[src/rtl/irq_router_pkg.sv]
package irq_router_pkg;

    localparam int NUM_SRC   = 16;
    localparam int FAST_SRC  = 4;
    localparam int BUS_DW    = 32;
    localparam int BUS_AW    = 4;
    localparam int MDM_LINES = 2;
    localparam int SYNC_LEN  = 2;

    // Source positions within the status word (order matters to software)
    localparam int SRC_EXT_FAST = 0;
    localparam int SRC_BATT_LOW = 1;
    localparam int SRC_WDOG     = 2;
    localparam int SRC_MEDIA    = 3;
    localparam int SRC_CODEC    = 4;
    localparam int SRC_EXT1     = 5;
    localparam int SRC_EXT2     = 6;
    localparam int SRC_EXT3     = 7;
    localparam int SRC_TMR1     = 8;
    localparam int SRC_TMR2     = 9;
    localparam int SRC_RTC      = 10;
    localparam int SRC_TICK     = 11;
    localparam int SRC_UTX      = 12;
    localparam int SRC_URX      = 13;
    localparam int SRC_MODEM    = 14;
    localparam int SRC_SEOT     = 15;

    typedef enum logic [1:0] {
        REG_MASK   = 2'd0,
        REG_STATUS = 2'd1,
        REG_EOI    = 2'd2,
        REG_NONE   = 2'd3
    } reg_sel_e;

    typedef struct packed {
        logic     rd;
        logic     wr;
        reg_sel_e sel;
    } bus_op_t;

    function automatic reg_sel_e decode_addr(input logic [BUS_AW-1:0] a);
        case (a)
            BUS_AW'(0): return REG_MASK;
            BUS_AW'(1): return REG_STATUS;
            BUS_AW'(2): return REG_EOI;
            default:    return REG_NONE;
        endcase
    endfunction

    function automatic logic [NUM_SRC-1:0] fast_group();
        logic [NUM_SRC-1:0] g;
        for (int i = 0; i < NUM_SRC; i++) g[i] = (i < FAST_SRC);
        return g;
    endfunction

endpackage

[src/rtl/irq_sync_edge.sv]
module irq_sync_edge #(
    parameter int WIDTH  = irq_router_pkg::MDM_LINES,
    parameter int STAGES = irq_router_pkg::SYNC_LEN
) (
    input  logic             clk,
    input  logic             rst,
    input  logic [WIDTH-1:0] din,
    output logic             change
);
    logic [WIDTH-1:0] stage_q [STAGES];
    logic [WIDTH-1:0] prev_q;

    for (genvar g = 0; g < STAGES; g++) begin : g_stage
        if (g == 0) begin : g_first
            always_ff @(posedge clk) begin
                if (rst) stage_q[g] <= '0;
                else     stage_q[g] <= din;
            end
        end else begin : g_next
            always_ff @(posedge clk) begin
                if (rst) stage_q[g] <= '0;
                else     stage_q[g] <= stage_q[g-1];
            end
        end
    end

    always_ff @(posedge clk) begin
        if (rst) prev_q <= '0;
        else     prev_q <= stage_q[STAGES-1];
    end

    assign change = |(stage_q[STAGES-1] ^ prev_q);

    // a detected change is consumed by the next edge
    assert_change_single_R6: assert property (@(posedge clk) disable iff (rst)
        change |=> (prev_q == $past(stage_q[STAGES-1])));
endmodule

[src/rtl/irq_sticky.sv]
module irq_sticky (
    input  logic clk,
    input  logic rst,
    input  logic set_i,
    input  logic clr_i,
    output logic q
);
    always_ff @(posedge clk) begin
        if (rst)        q <= 1'b0;
        else if (set_i) q <= 1'b1;
        else if (clr_i) q <= 1'b0;
    end

    // set has priority over clear
    assert_set_wins_R8: assert property (@(posedge clk) disable iff (rst)
        set_i |=> q);
    // clear without set drops the flag
    assert_clear_R7: assert property (@(posedge clk) disable iff (rst)
        (clr_i && !set_i) |=> !q);
    // nothing else moves the flag
    assert_hold_R7: assert property (@(posedge clk) disable iff (rst)
        (!set_i && !clr_i) |=> $stable(q));
endmodule

[src/rtl/irq_regs.sv]
module irq_regs
    import irq_router_pkg::*;
#(
    parameter int NSRC = NUM_SRC,
    parameter int DW   = BUS_DW,
    parameter int AW   = BUS_AW
) (
    input  logic            clk,
    input  logic            rst,
    input  logic            bus_sel,
    input  logic            bus_wr,
    input  logic [AW-1:0]   bus_addr,
    input  logic [DW-1:0]   bus_wdata,
    input  logic [NSRC-1:0] status_i,
    output logic [NSRC-1:0] mask_o,
    output logic [DW-1:0]   rdata_o,
    output logic            eoi_o
);
    bus_op_t        op;
    logic [DW-1:0]  rd_mux;
    logic           unused_wdata_hi;

    always_comb begin
        op.rd  = bus_sel && !bus_wr;
        op.wr  = bus_sel && bus_wr;
        op.sel = decode_addr(bus_addr);
    end

    always_comb begin
        rd_mux = '0;
        case (op.sel)
            REG_MASK:   rd_mux[NSRC-1:0] = mask_o;
            REG_STATUS: rd_mux[NSRC-1:0] = status_i;
            default:    rd_mux = '0;
        endcase
    end

    always_ff @(posedge clk) begin
        if (rst) begin
            mask_o  <= '0;
            rdata_o <= '0;
        end else begin
            if (op.wr && op.sel == REG_MASK) mask_o <= bus_wdata[NSRC-1:0];
            if (op.rd) rdata_o <= rd_mux;
        end
    end

    assign eoi_o           = op.wr && (op.sel == REG_EOI);
    assign unused_wdata_hi = ^bus_wdata[DW-1:NSRC];

    // mask changes only on a write to its own address
    assert_mask_hold_R1: assert property (@(posedge clk) disable iff (rst)
        !(bus_sel && bus_wr && bus_addr == '0) |=> $stable(mask_o));
    // read data holds between reads
    assert_rdata_hold_R11: assert property (@(posedge clk) disable iff (rst)
        !(bus_sel && !bus_wr) |=> $stable(rdata_o));
endmodule

[src/rtl/irq_router.sv]
module irq_router
    import irq_router_pkg::*;
#(
    parameter int NSRC  = NUM_SRC,
    parameter int DW    = BUS_DW,
    parameter int AW    = BUS_AW,
    parameter int NMDM  = MDM_LINES,
    parameter int NSYNC = SYNC_LEN
) (
    input  logic            clk,
    input  logic            rst,
    input  logic [NSRC-1:0] src_level,
    input  logic [NMDM-1:0] mdm_in,
    input  logic            xfer_done,
    input  logic            xfer_rd,
    input  logic            bus_sel,
    input  logic            bus_wr,
    input  logic [AW-1:0]   bus_addr,
    input  logic [DW-1:0]   bus_wdata,
    output logic [DW-1:0]   bus_rdata,
    output logic            fiq_req,
    output logic            irq_req
);
    localparam logic [NSRC-1:0] FAST_SEL = fast_group();

    logic            mdm_change;
    logic            mdm_flag;
    logic            seot_flag;
    logic            eoi_pulse;
    logic [NSRC-1:0] mask_q;
    logic [NSRC-1:0] status;
    logic [NSRC-1:0] armed;
    logic            unused_src;

    irq_sync_edge #(.WIDTH(NMDM), .STAGES(NSYNC)) u_mdm_sync (
        .clk(clk), .rst(rst), .din(mdm_in), .change(mdm_change)
    );

    irq_sticky u_mdm_flag (
        .clk(clk), .rst(rst), .set_i(mdm_change), .clr_i(eoi_pulse), .q(mdm_flag)
    );

    irq_sticky u_seot_flag (
        .clk(clk), .rst(rst), .set_i(xfer_done), .clr_i(xfer_rd), .q(seot_flag)
    );

    irq_regs #(.NSRC(NSRC), .DW(DW), .AW(AW)) u_regs (
        .clk(clk), .rst(rst),
        .bus_sel(bus_sel), .bus_wr(bus_wr), .bus_addr(bus_addr),
        .bus_wdata(bus_wdata), .status_i(status),
        .mask_o(mask_q), .rdata_o(bus_rdata), .eoi_o(eoi_pulse)
    );

    for (genvar i = 0; i < NSRC; i++) begin : g_status
        if (i == SRC_MODEM) begin : g_mdm
            assign status[i] = mdm_flag;
        end else if (i == SRC_SEOT) begin : g_seot
            assign status[i] = seot_flag;
        end else begin : g_lvl
            assign status[i] = src_level[i];
        end
    end

    assign armed      = status & mask_q;
    assign fiq_req    = |(armed & FAST_SEL);
    assign irq_req    = |(armed & ~FAST_SEL);
    assign unused_src = src_level[SRC_MODEM] ^ src_level[SRC_SEOT];

    // a fully masked fast group keeps the fast line quiet
    assert_fast_quiet_R3: assert property (@(posedge clk) disable iff (rst)
        ((mask_q & FAST_SEL) == '0) |-> !fiq_req);
    // a fully masked normal group keeps the normal line quiet
    assert_slow_quiet_R4: assert property (@(posedge clk) disable iff (rst)
        ((mask_q & ~FAST_SEL) == '0) |-> !irq_req);
    // reserved read bits stay zero
    assert_rsvd_zero_R1: assert property (@(posedge clk) disable iff (rst)
        bus_rdata[DW-1:NSRC] == '0);
endmodule

[config.mk]
export PLATFORM = sky130hd
export DESIGN_NAME = irq_router
export DESIGN_NICKNAME = d
export VERILOG_FILES = /design/src/rtl/irq_router_pkg.sv /design/src/rtl/irq_sync_edge.sv /design/src/rtl/irq_sticky.sv /design/src/rtl/irq_regs.sv /design/src/rtl/irq_router.sv
export SDC_FILE = /design/constraint.sdc
export NUM_CORES = 1
export LEC_CHECK = 0
export CAP_MARGIN = 20
export CORE_ASPECT_RATIO = 0.8
export CORE_MARGIN = 3
export CORE_UTILIZATION = 44
export DETAILED_ROUTE_END_ITERATION = 6
export PLACE_DENSITY = 0.84
export SKIP_LAST_GASP = 1
export SYNTH_ARGS = -nofsm -noshare
export SYNTH_HDL_FRONTEND = slang
export SYNTH_SLANG_ARGS = --single-unit
[constraint.sdc]
create_clock -name clk -period 4.4 [get_ports clk]
set_input_delay 0.88 -clock clk [delete_from_list [all_inputs] [get_ports clk]]
set_output_delay 0.88 -clock clk [all_outputs]
set_load 0.01 [all_outputs]
==> impl_metrics.toml <==
[status]
status = "completed"

[clock_network]
cts_setup_buffers = 0
numCtsBuffers = 5
insertion_delay_ps = 280
clock-sinks = 40
htree_levels = 2
clockBufferDepth = 2
cts_tree = "done"
cts.reportedPaths.clkPinSlew_ps = 70
cts-root-buf = "clkbuf_8"
cts_hold_buf = 0
cts_resized = 0

[global_routing]
grt_overflow = 0
grt_pass1_wl_um = 6299
grt_max_degree = 25
antenna_found_initial = 0
grt_pass1_vias = 1373
grt_use_total = 0.1566

[final_layout]
area_delta_synth_final_pct = 33.12
drive_gt1_frac = 0.09322
insertedDiodeCount = 0
final_nets = 295
final_cell_mix = "59 x clkdlybuf4s50_1, 40 x dfxtp_1, 32 x mux2i_1, 32 x nand2b_1, 16 x conb_1"
final_common_cell = "clkdlybuf4s50_1"

[power]
power.switching_mw = 0.1595
p_clk_frac = 0.345
p_comb_frac = 0.131
p_leak_nw = 0.9489
powerDensity_nw_per_um2 = 275.3
total_power_mw = 0.7089
p_int_mw = 0.5494
p_seq_frac = 0.524
ir_drop_mv = 0.2453
p_sw_frac = 0.2250

[synthesis]
yosys.area_share.adder = 0
synthMuxAreaShare = 0.1656
synth_seq_cells = 40
avgSynthCellArea_um2 = 10.93
ys_warn_count = 0
synth_compound_area_frac = 0.1501
syn_area_um2 = 1934
synthSimpleGateAreaFrac = 0.1572
synth_top_family_by_area = "multiplexers"
ys_types = 27
synth-xor-area-share = 0.009056
netlist_instances = 177
yosysSeqAreaShare = 0.4140

[place]
io_buffers = 59
dp_hpwl_um = 2938
place.gp.congestion = 0.7141

[floorplanning]
row_count = 20
initial_core_util = 0.4831
core_area_um2 = 4004
die_y_um = 65.31
dieWidth_um = 80.13
die_area_um2 = 5233
io_pins = 94

[setup_path]
crit_path_start_kind = "primary input"
cp_max_fo = 2
crit_arrival_ps = 2400
worstSetupPathType = "in -> out"
end_kind = "output pin"
critPathRequiredTime_ps = 3520

[routing]
post_drt_wl_per_cell_um = 13.76
wl_um = 4003
drtIter0Drc = 51
firstDrtPassIters = 4
vias = 1388
ant_nets = 0
vias_per_cell = 4.770
drc_errors = 0

[sta]
rsz0062_at_grt = "false"
slew_viol_final = 0
tightest_slew_ps = 957.9
min_period_ps = 3277
max_freq_mhz = 305.1
final-setup-viol-count = 0
clock_skew_ps = 3.440
max-slew-margin-rel = 0.3607
post-route-period-util = 0.7449
tns_ps = 0
final-hold-violation-count = 0

[hold_path]
holdCritPathClass = "reg -> reg"

[job]
drv_cap = 0
[routing by layer]
metal,vias up,track usage,part of all wire
met3,3,0.04932,0.068
met2,44,0.2634,0.47
met5,-,0,0
met4,0,0.05907,0.0047
met1,643,0.1863,0.46
li1,698,-,-
[worst max-delay path: stages]
cell	delay, ps
clkdlybuf4s50_1	420
a22o_1	250
a221oi_1	240
nand3_1	110
clkdlybuf4s50_1	490
[power by group through the flow]
stage / clock (mW) / combinational, mW / sequential, mW
2_1_floorplan: 0 / 0.0543 / 0.379
3_3_place_gp: 0 / 0.0917 / 0.379
3_5_place_dp: 0 / 0.0930 / 0.380
4_1_cts: 0.254 / 0.0933 / 0.371
5_1_grt: 0.270 / 0.0999 / 0.372
6_report: 0.245 / 0.0929 / 0.371
[cell type report]
class / instances / area (um2)
Tap cell: 55 / 68.82
Inverter: 2 / 7.507
Sequential cell: 40 / 800.8
Multi-Input combinational cell: 124 / 994.7
Clock buffer: 8 / 90.09
Fill cell: 349 / 1429
Timing Repair Buffer: 62 / 613.1
[stage by stage]
| step | util | setup slack (ps) | hold slack, ps | area, um2 | std cells |
|---|---|---|---|---|---|
| final | 0.6431 | 1123 | 444.9 | 2575 | 291 |
| after global routing | 0.6431 | 1051 | 475.0 | 2575 | 291 |
| after CTS | 0.6431 | 1093 | 451.9 | 2575 | 291 |
| after detailed placement | 0.6206 | 1093 | 431.2 | 2485 | 283 |
| after global placement | 0.6206 | 1099 | 425.1 | 2485 | 283 |
| after floorplan | - | 2083 | 413.8 | 1991 | 192 |
[worst paths after layout]
path | start | end | slack (ps) | depth (start not counted)
max | src_level[5] | irq_req | 1120 | 5
min | u_mdm_sync.stage_q[0][1] | u_mdm_sync.stage_q[1][1] | 440 | 1
max reg2reg | u_mdm_flag.q | u_mdm_flag.q | 3680 | 2
min reg2reg | u_mdm_sync.stage_q[0][1] | u_mdm_sync.stage_q[1][1] | 440 | 1
[cells by family after synthesis]
family                 Yosys count
AO/OA/AOI/OAI                   27
XOR/XNOR                         2
buffers and inverters           28
flip-flops                      40
multiplexers                    32
other                            1
AND/OR/NAND/NOR                 47
[cell usage after synthesis (all sizes together)]
cell type | n | area (um2)
a21oi | 1 | 5.000
a221oi | 3 | 26.28
a22o | 3 | 26.28
a22oi | 2 | 15.01
a31oi | 1 | 6.260
buf | 22 | 175.2
clkbuf | 4 | 15.01
conb | 1 | 3.750
dfxtp | 40 | 800.8
inv | 2 | 7.510
mux2i | 32 | 320.3
nand2 | 2 | 7.510
nand2b | 32 | 200.2
nand3 | 1 | 5.000
nor2 | 2 | 7.510
nor2b | 7 | 43.79
nor4 | 1 | 21.27
o2bb2ai | 16 | 202.7
o41ai | 1 | 8.760
or2 | 1 | 8.760
or4b | 1 | 10.01
xnor2 | 2 | 17.52
[registers in the layout (all words and copies together) (netlist names)]
name and count:
u_regs.mask_o 16, u_regs.rdata_o 16, u_mdm_sync.stage_q 4, u_mdm_sync.prev_q 2, u_mdm_flag.q 1, u_seot_flag.q 1
(Power assumes the default switching activity.)
